[src/rtl/sdstat_pkg.sv]
package sdstat_pkg;

  localparam int ADDR_W = 12;
  localparam logic [ADDR_W-1:0] OFF_STATUS = 12'h034;
  localparam logic [ADDR_W-1:0] OFF_CLEAR  = 12'h038;
  localparam logic [ADDR_W-1:0] OFF_MASK0  = 12'h03C;
  localparam logic [6:0]        ID_PAGE    = 7'h7F;

  // Identification byte n of the read-only window.
  function automatic logic [7:0] id_byte(input logic [2:0] idx);
    logic [7:0] b;
    case (idx)
      3'd0: b = 8'h81;
      3'd1: b = 8'h11;
      3'd2: b = 8'h04;
      3'd3: b = 8'h00;
      3'd4: b = 8'h0D;
      3'd5: b = 8'hF0;
      3'd6: b = 8'h05;
      default: b = 8'hB1;
    endcase
    return b;
  endfunction

  // Sticky update: clear first, then set, so a set always wins.
  function automatic logic [31:0] sticky_next(input logic [31:0] cur,
                                              input logic [31:0] set,
                                              input logic [31:0] clr,
                                              input logic [31:0] impl);
    return ((cur & ~clr) | set) & impl;
  endfunction

  // True when any masked status bit is set.
  function automatic logic masked_hit(input logic [31:0] stat,
                                      input logic [31:0] msk);
    return |(stat & msk);
  endfunction

endpackage

[src/rtl/sdstat_events.sv]
module sdstat_events
  import sdstat_pkg::*;
#(
  parameter int          EVT_W = 11,
  parameter logic [31:0] IMPL  = 32'h0000_05FF
) (
  input  logic             clk,
  input  logic             rst_n,
  input  logic [EVT_W-1:0] set_i,
  input  logic             clr_stb_i,
  input  logic [EVT_W-1:0] clr_bits_i,
  output logic [EVT_W-1:0] evt_q
);

  logic [31:0] set_w, clr_w, cur_w, nxt_w;

  always_comb begin
    set_w = '0;
    clr_w = '0;
    cur_w = '0;
    set_w[EVT_W-1:0] = set_i;
    cur_w[EVT_W-1:0] = evt_q;
    if (clr_stb_i) clr_w[EVT_W-1:0] = clr_bits_i;
    nxt_w = sticky_next(cur_w, set_w, clr_w, IMPL);
  end

  always_ff @(posedge clk) begin
    if (!rst_n) evt_q <= '0;
    else        evt_q <= nxt_w[EVT_W-1:0];
  end

endmodule

[src/rtl/sdstat_irq.sv]
module sdstat_irq
  import sdstat_pkg::*;
#(
  parameter int NUM_IRQ = 2,
  parameter int DATA_W  = 32
) (
  input  logic                           clk,
  input  logic                           rst_n,
  input  logic [NUM_IRQ-1:0]             mask_wr_i,
  input  logic [DATA_W-1:0]              wdata_i,
  input  logic [DATA_W-1:0]              status_i,
  output logic [NUM_IRQ-1:0][DATA_W-1:0] mask_q,
  output logic [NUM_IRQ-1:0]             irq_q
);

  for (genvar k = 0; k < NUM_IRQ; k++) begin : g_line
    logic hit_w;

    always_ff @(posedge clk) begin
      if (!rst_n)            mask_q[k] <= '0;
      else if (mask_wr_i[k]) mask_q[k] <= wdata_i;
    end

    always_comb hit_w = masked_hit(32'(status_i), 32'(mask_q[k]));

    always_ff @(posedge clk) begin
      if (!rst_n) irq_q[k] <= 1'b0;
      else        irq_q[k] <= hit_w;
    end
  end

endmodule

[src/rtl/sdstat_regbus.sv]
module sdstat_regbus
  import sdstat_pkg::*;
#(
  parameter int NUM_IRQ = 2,
  parameter int DATA_W  = 32,
  parameter int EVT_W   = 11
) (
  input  logic                           clk,
  input  logic                           rst_n,
  input  logic                           sel_i,
  input  logic                           wr_i,
  input  logic [ADDR_W-1:0]              addr_i,
  input  logic [DATA_W-1:0]              wdata_i,
  input  logic [DATA_W-1:0]              status_i,
  input  logic [NUM_IRQ-1:0][DATA_W-1:0] mask_i,
  output logic                           clr_stb_o,
  output logic [EVT_W-1:0]               clr_bits_o,
  output logic [NUM_IRQ-1:0]             mask_wr_o,
  output logic [DATA_W-1:0]              rdata_q
);

  localparam int WA_W = ADDR_W - 2;

  logic [WA_W-1:0]    word_w;
  logic               wr_stb, rd_stb, hit_status, hit_id;
  logic [NUM_IRQ-1:0] hit_mask;
  logic [DATA_W-1:0]  rd_next;

  assign word_w     = addr_i[ADDR_W-1:2];
  assign wr_stb     = sel_i & wr_i;
  assign rd_stb     = sel_i & ~wr_i;
  assign hit_status = (word_w == OFF_STATUS[ADDR_W-1:2]);
  assign hit_id     = (addr_i[ADDR_W-1:5] == ID_PAGE);
  assign clr_stb_o  = wr_stb & (word_w == OFF_CLEAR[ADDR_W-1:2]);
  assign clr_bits_o = wdata_i[EVT_W-1:0];

  for (genvar k = 0; k < NUM_IRQ; k++) begin : g_dec
    localparam logic [ADDR_W-1:0] OFF_K = OFF_MASK0 + ADDR_W'(4 * k);
    assign hit_mask[k]  = (word_w == OFF_K[ADDR_W-1:2]);
    assign mask_wr_o[k] = wr_stb & hit_mask[k];
  end

  always_comb begin
    rd_next = '0;
    if (hit_status) rd_next = status_i;
    for (int k = 0; k < NUM_IRQ; k++)
      if (hit_mask[k]) rd_next = mask_i[k];
    if (hit_id) rd_next = DATA_W'(id_byte(addr_i[4:2]));
  end

  always_ff @(posedge clk) begin
    if (!rst_n)      rdata_q <= '0;
    else if (rd_stb) rdata_q <= rd_next;
  end

endmodule

[src/rtl/sdstat_unit.sv]
module sdstat_unit
  import sdstat_pkg::*;
#(
  parameter int          NUM_IRQ = 2,
  parameter int          DATA_W  = 32,
  parameter int          EVT_W   = 11,
  parameter int          LIVE_W  = 11,
  parameter logic [31:0] IMPL    = 32'h0000_05FF
) (
  input  logic               clk,
  input  logic               rst_n,
  input  logic               bus_sel,
  input  logic               bus_wr,
  input  logic [11:0]        bus_addr,
  input  logic [DATA_W-1:0]  bus_wdata,
  output logic [DATA_W-1:0]  bus_rdata,
  input  logic [EVT_W-1:0]   evt_pulse,
  input  logic [LIVE_W-1:0]  live_state,
  output logic [NUM_IRQ-1:0] irq_out
);

  localparam int PAD_W = DATA_W - EVT_W - LIVE_W;

  logic [EVT_W-1:0]               evt_q;
  logic                           clr_stb;
  logic [EVT_W-1:0]               clr_bits;
  logic [NUM_IRQ-1:0]             mask_wr;
  logic [NUM_IRQ-1:0][DATA_W-1:0] mask_q;
  logic [DATA_W-1:0]              status_word;

  assign status_word = {{PAD_W{1'b0}}, live_state, evt_q};

  sdstat_regbus #(.NUM_IRQ(NUM_IRQ), .DATA_W(DATA_W), .EVT_W(EVT_W)) u_bus (
    .clk        (clk),
    .rst_n      (rst_n),
    .sel_i      (bus_sel),
    .wr_i       (bus_wr),
    .addr_i     (bus_addr),
    .wdata_i    (bus_wdata),
    .status_i   (status_word),
    .mask_i     (mask_q),
    .clr_stb_o  (clr_stb),
    .clr_bits_o (clr_bits),
    .mask_wr_o  (mask_wr),
    .rdata_q    (bus_rdata)
  );

  sdstat_events #(.EVT_W(EVT_W), .IMPL(IMPL)) u_evt (
    .clk        (clk),
    .rst_n      (rst_n),
    .set_i      (evt_pulse),
    .clr_stb_i  (clr_stb),
    .clr_bits_i (clr_bits),
    .evt_q      (evt_q)
  );

  sdstat_irq #(.NUM_IRQ(NUM_IRQ), .DATA_W(DATA_W)) u_irq (
    .clk       (clk),
    .rst_n     (rst_n),
    .mask_wr_i (mask_wr),
    .wdata_i   (bus_wdata),
    .status_i  (status_word),
    .mask_q    (mask_q),
    .irq_q     (irq_out)
  );

endmodule

[config.mk]
export PLATFORM = sky130hd
export DESIGN_NAME = sdstat_unit
export DESIGN_NICKNAME = d
export VERILOG_FILES = /design/src/rtl/sdstat_pkg.sv /design/src/rtl/sdstat_events.sv /design/src/rtl/sdstat_irq.sv /design/src/rtl/sdstat_regbus.sv /design/src/rtl/sdstat_unit.sv
export SDC_FILE = /design/constraint.sdc
export NUM_CORES = 1
export LEC_CHECK = 0
export ABC_AREA = 1
export BUFFER_PORTS_ARGS = -buffer_cell sky130_fd_sc_hd__buf_2
export CAP_MARGIN = 40
export CORE_MARGIN = 2
export CORE_UTILIZATION = 52
export CTS_BUF_LIST = sky130_fd_sc_hd__clkbuf_4
export CTS_CLUSTER_DIAMETER = 60
export DETAILED_ROUTE_END_ITERATION = 8
export GPL_TIMING_DRIVEN = 0
export PLACE_DENSITY = 0.85
export SETUP_SLACK_MARGIN = 0.1
export SLEW_MARGIN = 40
export SYNTH_ARGS = -nofsm -noshare
export SYNTH_HDL_FRONTEND = slang
export SYNTH_SLANG_ARGS = --single-unit
[constraint.sdc]
create_clock -name clk -period 3.3 [get_ports clk]
set_input_delay 0.66 -clock clk [delete_from_list [all_inputs] [get_ports clk]]
set_output_delay 0.66 -clock clk [all_outputs]
set_load 0.01 [all_outputs]
* Word level (Yosys, flattened, before mapping)
Index checks and enable logic that the tools add are counted.
** Word-level totals
- Bits in registers :: 109
- Input port bits :: 70
- Output and inout bits :: 34
** Operators by class
- Equality and inequality tests :: 11
- Multiplexer cells :: 6
- Bitwise gates (word level) :: 11
- Reduce and logical (&&, ||, !) cells :: 3
** Operator list (number)
- $mux W32 :: 3
- $and A22 B32 Y32 :: 2
- $reduce_or A32 Y1 :: 2
- $pmux W8 S7 :: 1
- $eq A10 B4 Y1 const B :: 3
- $mux W22 :: 1
- $and A11 B11 Y11 :: 1
- $mux W11 :: 1
- $not A11 Y11 :: 1
- $or A11 B11 Y11 :: 1
- $eq A10 B5 Y1 const B :: 1
- $eq A3 B3 Y1 const B :: 3
- $eq A7 B7 Y1 const B :: 1
- $eq A3 B2 Y1 const B :: 2
- $and A1 B1 Y1 :: 5
- $eq A3 B1 Y1 const B :: 1
- $logic_not A3 Y1 :: 1
- $not A1 Y1 :: 1

* Depth between registers and ports, before layout
Gate-level depths: netlist of run 1.
- Word-level depth :: 6
- Gate-level depth with buffers :: 10
- Mapped depth without buffers :: 10

* Modules after synthesis
Synthesis of run 1 repeated with hierarchy kept, for this count alone.
** Unflattened totals
- Cells, all modules :: 831
- Area, all modules :: 5589.1 µm²
** By module, submodules not included
- sdstat_irq :: times used 1, cells an instance 406, area each 2765.2 µm², sequential area each 1321.3 µm²
- sdstat_regbus :: times used 1, cells an instance 370, area each 2427.3 µm², sequential area each 640.6 µm²
- sdstat_events :: times used 1, cells an instance 54, area each 392.9 µm², sequential area each 200.2 µm²
- sdstat_unit :: times used 1, cells an instance 1, area each 3.8 µm², sequential area each 0.0 µm²

* Least setup slack after synthesis of run 1
Ideal clock, no wire load.
- Path type :: input to register
- From :: in bus_addr[10]
- To :: reg u_bus.rdata_q[2]
- Data arrival time :: 1.582 ns
- Slack :: 1.599 ns
- Stages :: 9
- Path through :: nor2_4 nand2_1 nor2_2 nand2_2 buf_2 o21ai_0 inv_1 nand2_1 a21oi_1
** Between the ends
- Cells in the longest elaborated chain, start to end :: 5
- Elaborated cells on any way between the ends :: 8
** RTL lines
- from (decl) :: RTL line sdstat_unit.sv:14 : input logic [11:0] bus_addr,
- $eq A10 B4 Y1 :: RTL line sdstat_regbus.sv:32 : assign hit_status = (word_w == OFF_STATUS[ADDR_W-1:2]);
- $mux W22 :: RTL line sdstat_regbus.sv:45 : if (hit_status) rd_next = status_i;
- $mux W32 (2 in a row) :: RTL line sdstat_regbus.sv:47 : if (hit_mask[k]) rd_next = mask_i[k];
- $mux W32 (*) :: RTL line sdstat_regbus.sv:48 : if (hit_id) rd_next = DATA_W'(id_byte(addr_i[4:2]));
- to (signal assigned) :: RTL line sdstat_regbus.sv:53 : else if (rd_stb) rdata_q <= rd_next;
- to (decl) :: RTL line sdstat_regbus.sv:19 : output logic [DATA_W-1:0] rdata_q
Mark *: on every way between the ends. The rest lies on a longest branch, timed or not.
A chain may end at the register's enable or synchronous reset.

* Worst setup path after layout of run 1
- From :: in bus_addr[8]
- To :: reg u_evt.evt_q[3]
** Between the ends
- Cells in the longest elaborated chain, start to end :: 6
** RTL lines
- $eq A10 B4 Y1 :: RTL line sdstat_regbus.sv:34 : assign clr_stb_o = wr_stb & (word_w == OFF_CLEAR[ADDR_W-1:2]);
- $and A1 B1 Y1 :: RTL line sdstat_regbus.sv:34
- $mux W11 :: RTL line sdstat_events.sv:23 : if (clr_stb_i) clr_w[EVT_W-1:0] = clr_bits_i;
- $not A11 Y11 :: RTL line sdstat_pkg.sv:30 : return ((cur & ~clr) | set) & impl;
- $and A11 B11 Y11 :: RTL line sdstat_pkg.sv:30
- $or A11 B11 Y11 :: RTL line sdstat_pkg.sv:30
- to (signal assigned) :: RTL line sdstat_events.sv:29 : else evt_q <= nxt_w[EVT_W-1:0];
- to (decl) :: RTL line sdstat_events.sv:12 : output logic [EVT_W-1:0] evt_q
Every way passes these cells.

==> results of run 1 <==
[per-layer routing]
metal  up-vias  part of all wire
met5         -                 0
met4         0             0.022
met2       283              0.44
li1       2635                 -
met3        30             0.093
met1      2378              0.44
[state kept, by name, indices dropped and copies added, names as in the netlist]
name	count
u_irq.mask_q	64
u_bus.rdata_q	32
u_evt.evt_q	10
u_irq.irq_q	2
[power by group through the flow]
| stage | clock network, uW | registers (uW) | logic, uW |
|---|---|---|---|
| final | 682 | 1330 | 190 |
| after global placement | 0 | 1360 | 185 |
| after floorplan | 0 | 1350 | 92.7 |
| after CTS | 684 | 1330 | 186 |
| after global routing | 738 | 1330 | 209 |
| after detailed placement | 0 | 1360 | 185 |
[worst paths after layout]
| path | startpoint | to | slack, ns | depth (start not counted) |
|---|---|---|---|---|
| worst min-delay path | evt_pulse[7] | u_evt.evt_q[7] | 0.39 | 3 |
| worst max-delay path | bus_addr[8] | u_evt.evt_q[3] | 1.60 | 7 |
| worst min register to register | u_irq.mask_q[28] | u_irq.mask_q[28] | 0.47 | 2 |
| worst max register to register | u_irq.mask_q[15] | u_irq.irq_q[0] | 2.16 | 5 |
[cells in the mapped netlist]
library cell	instances
buf_2	17
a21oi_1	87
nand2_1	116
nand2_4	1
nor2_8	1
and3_1	1
o21ai_0	57
o21ai_2	1
a31oi_1	2
o21ai_1	38
nand3_4	1
nor3_1	28
nor2_4	3
nor2_1	39
nand4_1	41
inv_1	74
clkbuf_1	20
nand2_2	3
nor2_2	7
o211ai_1	1
a221oi_1	1
inv_2	4
nand3b_1	2
nand3_1	48
dfxtp_1	108
a22o_1	5
buf_6	6
buf_4	3
[cell families after synthesis]
logic type,Yosys count,synth area share
compound gates,192,0.195
buf+inv,124,0.107
flops,108,0.425
simple gates,291,0.273
[placed cells by master (no fill, tap or decap), drive strengths merged, types with 2 or more instances in the layout]
cell and instances:
nand3 49, clkbuf 29, nor3 28, nand4 41, a21oi 87, nand2 120
clkinv 2, nand3b 2, buf 126, o21ai 96, inv 82, a22o 5
a31oi 2, dfxtp 108, nor2 50
[worst min-delay path: stages]
cell	delay [ns]
buf_2	0.09
inv_1	0.04
a21oi_1	0.05
[per-stage QoR]
step / power (uW) / instance area, um^2 / std cells
5_1_grt: 2280 / 5890 / 964
3_3_place_gp: 1540 / 5750 / 948
6_report: 2200 / 5890 / 964
2_1_floorplan: 1450 / 5080 / 715
4_1_cts: 2200 / 5890 / 964
3_5_place_dp: 1540 / 5750 / 948
[area by class of cell]
type                            instances  area [um^2]  area share
Timing Repair Buffer                  100          500      0.0849
Sequential cell                       108         2160       0.367
Tap cell                              133          166      0.0282
Clock inverter                          7         75.1      0.0127
Inverter                               78          293      0.0497
Multi-Input combinational cell        483         2380       0.403
Clock buffer                            9         67.6      0.0115
Buffer                                 46          250      0.0425
==> impl_metrics.tcl, run 1 <==
set metrics [dict create \
    outcome "complete, no violations" \
    vias_per_cell 5.52 \
    drtIter0Drc 457 \
    yosys_warnings 0 \
    place.gp.congestion 0.951 \
    whs_ns 0.393 \
    rsz0062_at_grt "false" \
    post_cts_resized 0 \
    grt_max_degree 22 \
    path_buf_inv 2 \
    pin_count 104 \
    cts.sinks 108 \
    required_ns 3.64 \
    insertion_delay_ns 0.48 \
    syn_area_um2 5080 \
    arrival_ns 2.04 \
    track_usage 0.277 \
    synth_top_area_share 0.425 \
    syn_nets 785 \
    p_per_area_nw_per_um2 374 \
    p_int_uw 1560 \
    critPathMaxStageDelay_ns 0.38 \
    grt_use_met3 0.0475 \
    worst_pin_slew_ns 0.604 \
    wl_per_cell_um 15.1 \
    max-cap-violations 0 \
    clock_tree.root_cell "clkbuf_4" \
    path_clk_slew_ns 0.18 \
    cts_buffers 9 \
    ctsHoldBuffers 0 \
    drt-total-wl_mm 14.5 \
    place_ws_ns 1.13 \
    met2_usage 0.436 \
    period_minus_slack_ns 1.70 \
    dieHeight_um 103 \
    comb_power_share 0.086 \
    grt_pass1_vias 4688 \
    grt-ovfl-total 0 \
    synth_cells 715 \
    synth_seq_area_share 0.425 \
    finalSetupTns_ns 0 \
    pwr-share-seq 0.604 \
    hold_viol 0 \
    report.final.slew_viol_count 0 \
    hold_class "primary input to flip-flop" \
    tritoncts "yes" \
    die_area_um2 10600 \
    critPathTopFamily "simple AND/OR/NAND/NOR gates" \
    num_rows 36 \
    nFillCells 984 \
    path_max_fanout 10 \
    clock_path_buffers 2 \
    antenna_found_initial 0 \
    p_leak_uw 0.00252 \
    skew_ns 0.0231 \
    swShare 0.292 \
    fin_util 0.611 \
    die_w_um 103 \
    max_slew_margin 0.598 \
    ys_types 28 \
    use_met1 0.391 \
    dr.pass1.iters 6 \
    n_antenna_cell 0 \
    fin_ws_ns 1.60 \
    htreeDepth 3 \
    post_cts_buffers 0 \
    worstSetupStartpointType "primary input" \
    switching_power_uw 643 \
    area_growth_pct 15.9 \
    synth_area_leaders "dfxtp_1 (43%), a21oi_1 (8.6%), nand2_1 (8.6%)" \
    cp-end-kind "flip-flop" \
    initial_core_util 0.527 \
    busiest_layer "met2" \
    slowest_stage "nand4_1" \
    post-synth-top-area-cell "dfxtp_1" \
    ys_ff_latch 108 \
    pwr-share-clk 0.310 \
    ir_worst_vdd_mv 0.236 \
    drc 0 \
    avgSynthCellArea_um2 7.11 \
    coreArea_um2 9640 \
    grt_pass1_wl_mm 22.7 \
    dpl.hpwl_mm 11.0 \
    setup_viol 0 \
    final_antenna_net_count 0 \
    port_buffers 100 \
    vias 5326 \
    drive_gt1_frac 0.196 \
    crit_chain "buf_2, nor2_2, nand2_2, inv_2, nand4_1, o21ai_0, a21oi_1" \
    max_freq_ghz 0.589 \
    num-nets-final 896 \
    timing.final.crit_share 0.515 \
    crit_type "primary input to flip-flop" \
]
(Power assumes the default switching activity.)
==> run 2: changes to the inputs <==
ABC_AREA = 0   (was 1)
PLACE_DENSITY = 0.86   (was 0.85)
clock period = 1.59 ns   (was 3.3 ns; I/O delays follow)
==> run 2 against run 1 <==
The flow now finishes with violations (setup timing). Core utilization is 6.6 points higher. Sequential power grew 110%. Synthesized cell count decreased by 20%. Flip-flop and latch count unchanged. Largest cell class unchanged. Count of clock-buffer cells in the layout stayed put. Cell count decreased by 16%. Critical path type unchanged. Non-clock buffer count up 10. Global-route usage grew 4.0 points. Worst setup slack worse by 1.8 ns.
==> impl_metrics.tcl, run 2 <==
set metrics [dict create \
    post-synth-top-area-cell "dfxtp_1" \
    grt_use_met3 0.0578 \
    synthAdderAreaFrac 0 \
    critPathMaxStageDelay_ns 0.53 \
    syn_area_um2 4780 \
    synth_xor_area_frac 0 \
    slowest_stage "or4b_4" \
    cp_common_cell "buf_6" \
    antenna_found_initial 0 \
    num-nets-final 770 \
    worstHoldPathCells 2 \
    place.gp.congestion 1.01 \
    finalSetupTns_ns -6.14 \
    synth_edf_count 0 \
    met2_usage 0.486 \
    n_antenna_cell 0 \
    synth-compound-area-share 0.308 \
    syn_nets 644 \
    cp-end-kind "flip-flop" \
    dr.pass1.iters 7 \
    pin_count 104 \
    required_ns 1.91 \
    reg2reg_depth 5 \
    track_usage 0.317 \
    max_slew_margin 0.522 \
    die_area_um2 9970 \
    layout_common_cells "nand2_1 (128), dfxtp_1 (108), buf_2 (99)" \
    vias_per_cell 6.14 \
    rsz0062_at_grt "true" \
    ys_ff_latch 108 \
    synth_seq_area_share 0.453 \
    avgSynthCellArea_um2 8.32 \
    die_w_um 99.8 \
    hold_class "primary input to flip-flop" \
    max_freq_ghz 0.565 \
    muxShareOfSynthArea 0 \
    yosys-top-cells-count "nand2_1 (130), dfxtp_1 (108), a21oi_1 (56)" \
    path_clk_slew_ns 0.17 \
    synthFlopType "dfxtp_1" \
    worstSetupStartpointType "primary input" \
    swShare 0.275 \
    dpl.hpwl_mm 11.9 \
    synthMostInstantiatedCell "nand2_1" \
    initial_core_util 0.542 \
    final_antenna_net_count 0 \
    dieHeight_um 99.8 \
    htreeDepth 3 \
    largest_reg_flops 64 \
    violations "setup timing" \
    busiest_layer "met2" \
    reg_top3 "u_irq.mask_q x64, u_bus.rdata_q x32, u_evt.evt_q x10" \
    p_per_area_nw_per_um2 747 \
    timing.rr.start "u_irq.mask_q[7]" \
    setup_viol 59 \
    fin_area_um2 5960 \
    crit_chain "buf_6, or4b_4, or2_4, or4_4, buf_6, buf_6, nand2_2, a21oi_2" \
    skew_ns 0.0230 \
    arrival_ns 2.09 \
    largest_register "u_irq.mask_q" \
    vias 4995 \
    fin_ws_ns -0.179 \
    coreArea_um2 8810 \
    area_growth_pct 24.8 \
    pwr-share-clk 0.296 \
    r2r-end "u_irq.irq_q[0]" \
    max-cap-violations 0 \
    synth_top_family_by_area "compound AO/OA/AOI/OAI gates" \
    final_cell_count_no_fill 813 \
    num_rows 34 \
    p_int_uw 3230 \
    place_inst 779 \
    cts.sinks 108 \
    placed_area_um2 5440 \
    tritoncts "yes" \
    period_minus_slack_ns 1.77 \
    drive_gt1_frac 0.352 \
    comb_power_share 0.082 \
    outcome "finished with violations" \
    ys_types 47 \
    grt-ovfl-total 0 \
    cts_buffers 9 \
    synth_simple_gate_area_frac 0.198 \
    use_met1 0.439 \
    switching_power_uw 1230 \
    r2r_setup_slack_ns 0.19 \
    drtIter0Drc 356 \
    clock_path_buffers 2 \
    drc 0 \
    port_buffers 97 \
    crit_type "primary input to flip-flop" \
    yosys_warnings 0 \
    place_ws_ns -0.948 \
    grt_max_degree 20 \
    synth_cells 574 \
    hold_viol 0 \
    grt_pass1_vias 4586 \
    final_common_cell "nand2_1" \
    synthArstFlopShare 0 \
    insertion_delay_ns 0.46 \
    grt_pass1_wl_mm 24.3 \
    pwr-share-seq 0.622 \
    worst_pin_slew_ns 0.717 \
    ir_worst_vdd_mv 0.415 \
    whs_ns 0.0572 \
    synth_top_area_share 0.453 \
    clock_tree.root_cell "clkbuf_4" \
    worstHoldEndpoint "u_evt.evt_q[4]" \
    timing.final.crit_share 1.11 \
    wl_per_cell_um 20.1 \
    synth_area_leaders "dfxtp_1 (45%), nand2_1 (10%), a21oi_1 (5.9%)" \
    p_leak_uw 0.00213 \
    report.final.slew_viol_count 0 \
    drt-total-wl_mm 16.3 \
    min_from "evt_pulse[4]" \
    path_max_fanout 10 \
]
run 2: cell types whose count changed after synthesis, sizes merged, moves of 14 or more:
cell / previous run / this run
inv: 78 / 3
o21ai: 96 / 46
nor2: 50 / 7
nand2: 120 / 160
nand4: 41 / 1
nand3: 49 / 11
nor3: 28 / 6
a22oi: 0 / 21
a2bb2oi: 0 / 17
buf: 26 / 12
run 2: worst max path at each step:
stage,startpoint,end,slack (ns),depth (start not counted)
2_1_floorplan,bus_addr[6],u_irq.mask_q[14],-0.47,7
3_3_place_gp,bus_addr[6],u_irq.mask_q[22],-0.86,7
3_5_place_dp,bus_addr[6],u_irq.mask_q[19],-0.95,7
5_1_grt,bus_addr[11],u_irq.mask_q[10],-0.19,8
4_1_cts,bus_addr[11],u_irq.mask_q[19],-0.19,8
6_report,bus_addr[11],u_irq.mask_q[11],-0.18,8
run 2: cell type report:
cell class,instances,area (um^2)
Fill cell,744,2840
Multi-Input combinational cell,422,2560
Sequential cell,108,2160
Timing Repair Buffer,115,694
Buffer,41,272
Tap cell,108,135
Clock buffer,9,67.6
Clock inverter,7,61.3
Inverter,3,11.3
run 2: kinds of logic after synthesis:
kind of cell | Yosys count
DFF | 108
and+or+nand+nor | 202
AOI/OAI and AO/OA | 220
buffers and inverters | 44
run 2: layer usage:
| metal | vias to the layer above | wire length (um) | part of all wire |
|---|---|---|---|
| met4 | 0 | 584 | 0.036 |
| li1 | 2295 | - | - |
| met3 | 44 | 1500 | 0.092 |
| met1 | 2369 | 6830 | 0.42 |
| met2 | 287 | 7430 | 0.45 |
| met5 | - | 0 | 0 |
run 2: stage by stage:
| stage | power (uW) | util |
|---|---|---|
| finish | 4450 | 0.677 |
| global route | 4590 | 0.677 |
| CTS | 4430 | 0.654 |
| detailed placement | 3140 | 0.618 |
| global placement | 3130 | 0.618 |
| floorplan | 2950 | - |
run 2: repair_timing:
item                                    4_1_cts  5_1_grt
hold buffers                                  0        0
setup buffers                                 9        6
endpoints found under the setup margin      100      103
gates cloned                                  0        3
pin swaps                                     6        5
resized for setup                            34       58
hold endpoints to repair                      0        0
run 2: critical path: cells and delay by family:
kind	cells	cell delay [ns]
AOI/OAI and AO/OA	1	0.04
buffers and inverters	3	0.40
and+or+nand+nor	4	1.32
run 2: power groups by stage:
stage	registers (uW)	clock network (uW)	logic, uW
floorplan	2810	0	148
global placement	2820	0	311
detailed placement	2820	0	318
CTS	2770	1330	341
global route	2770	1430	391
finish	2770	1320	364
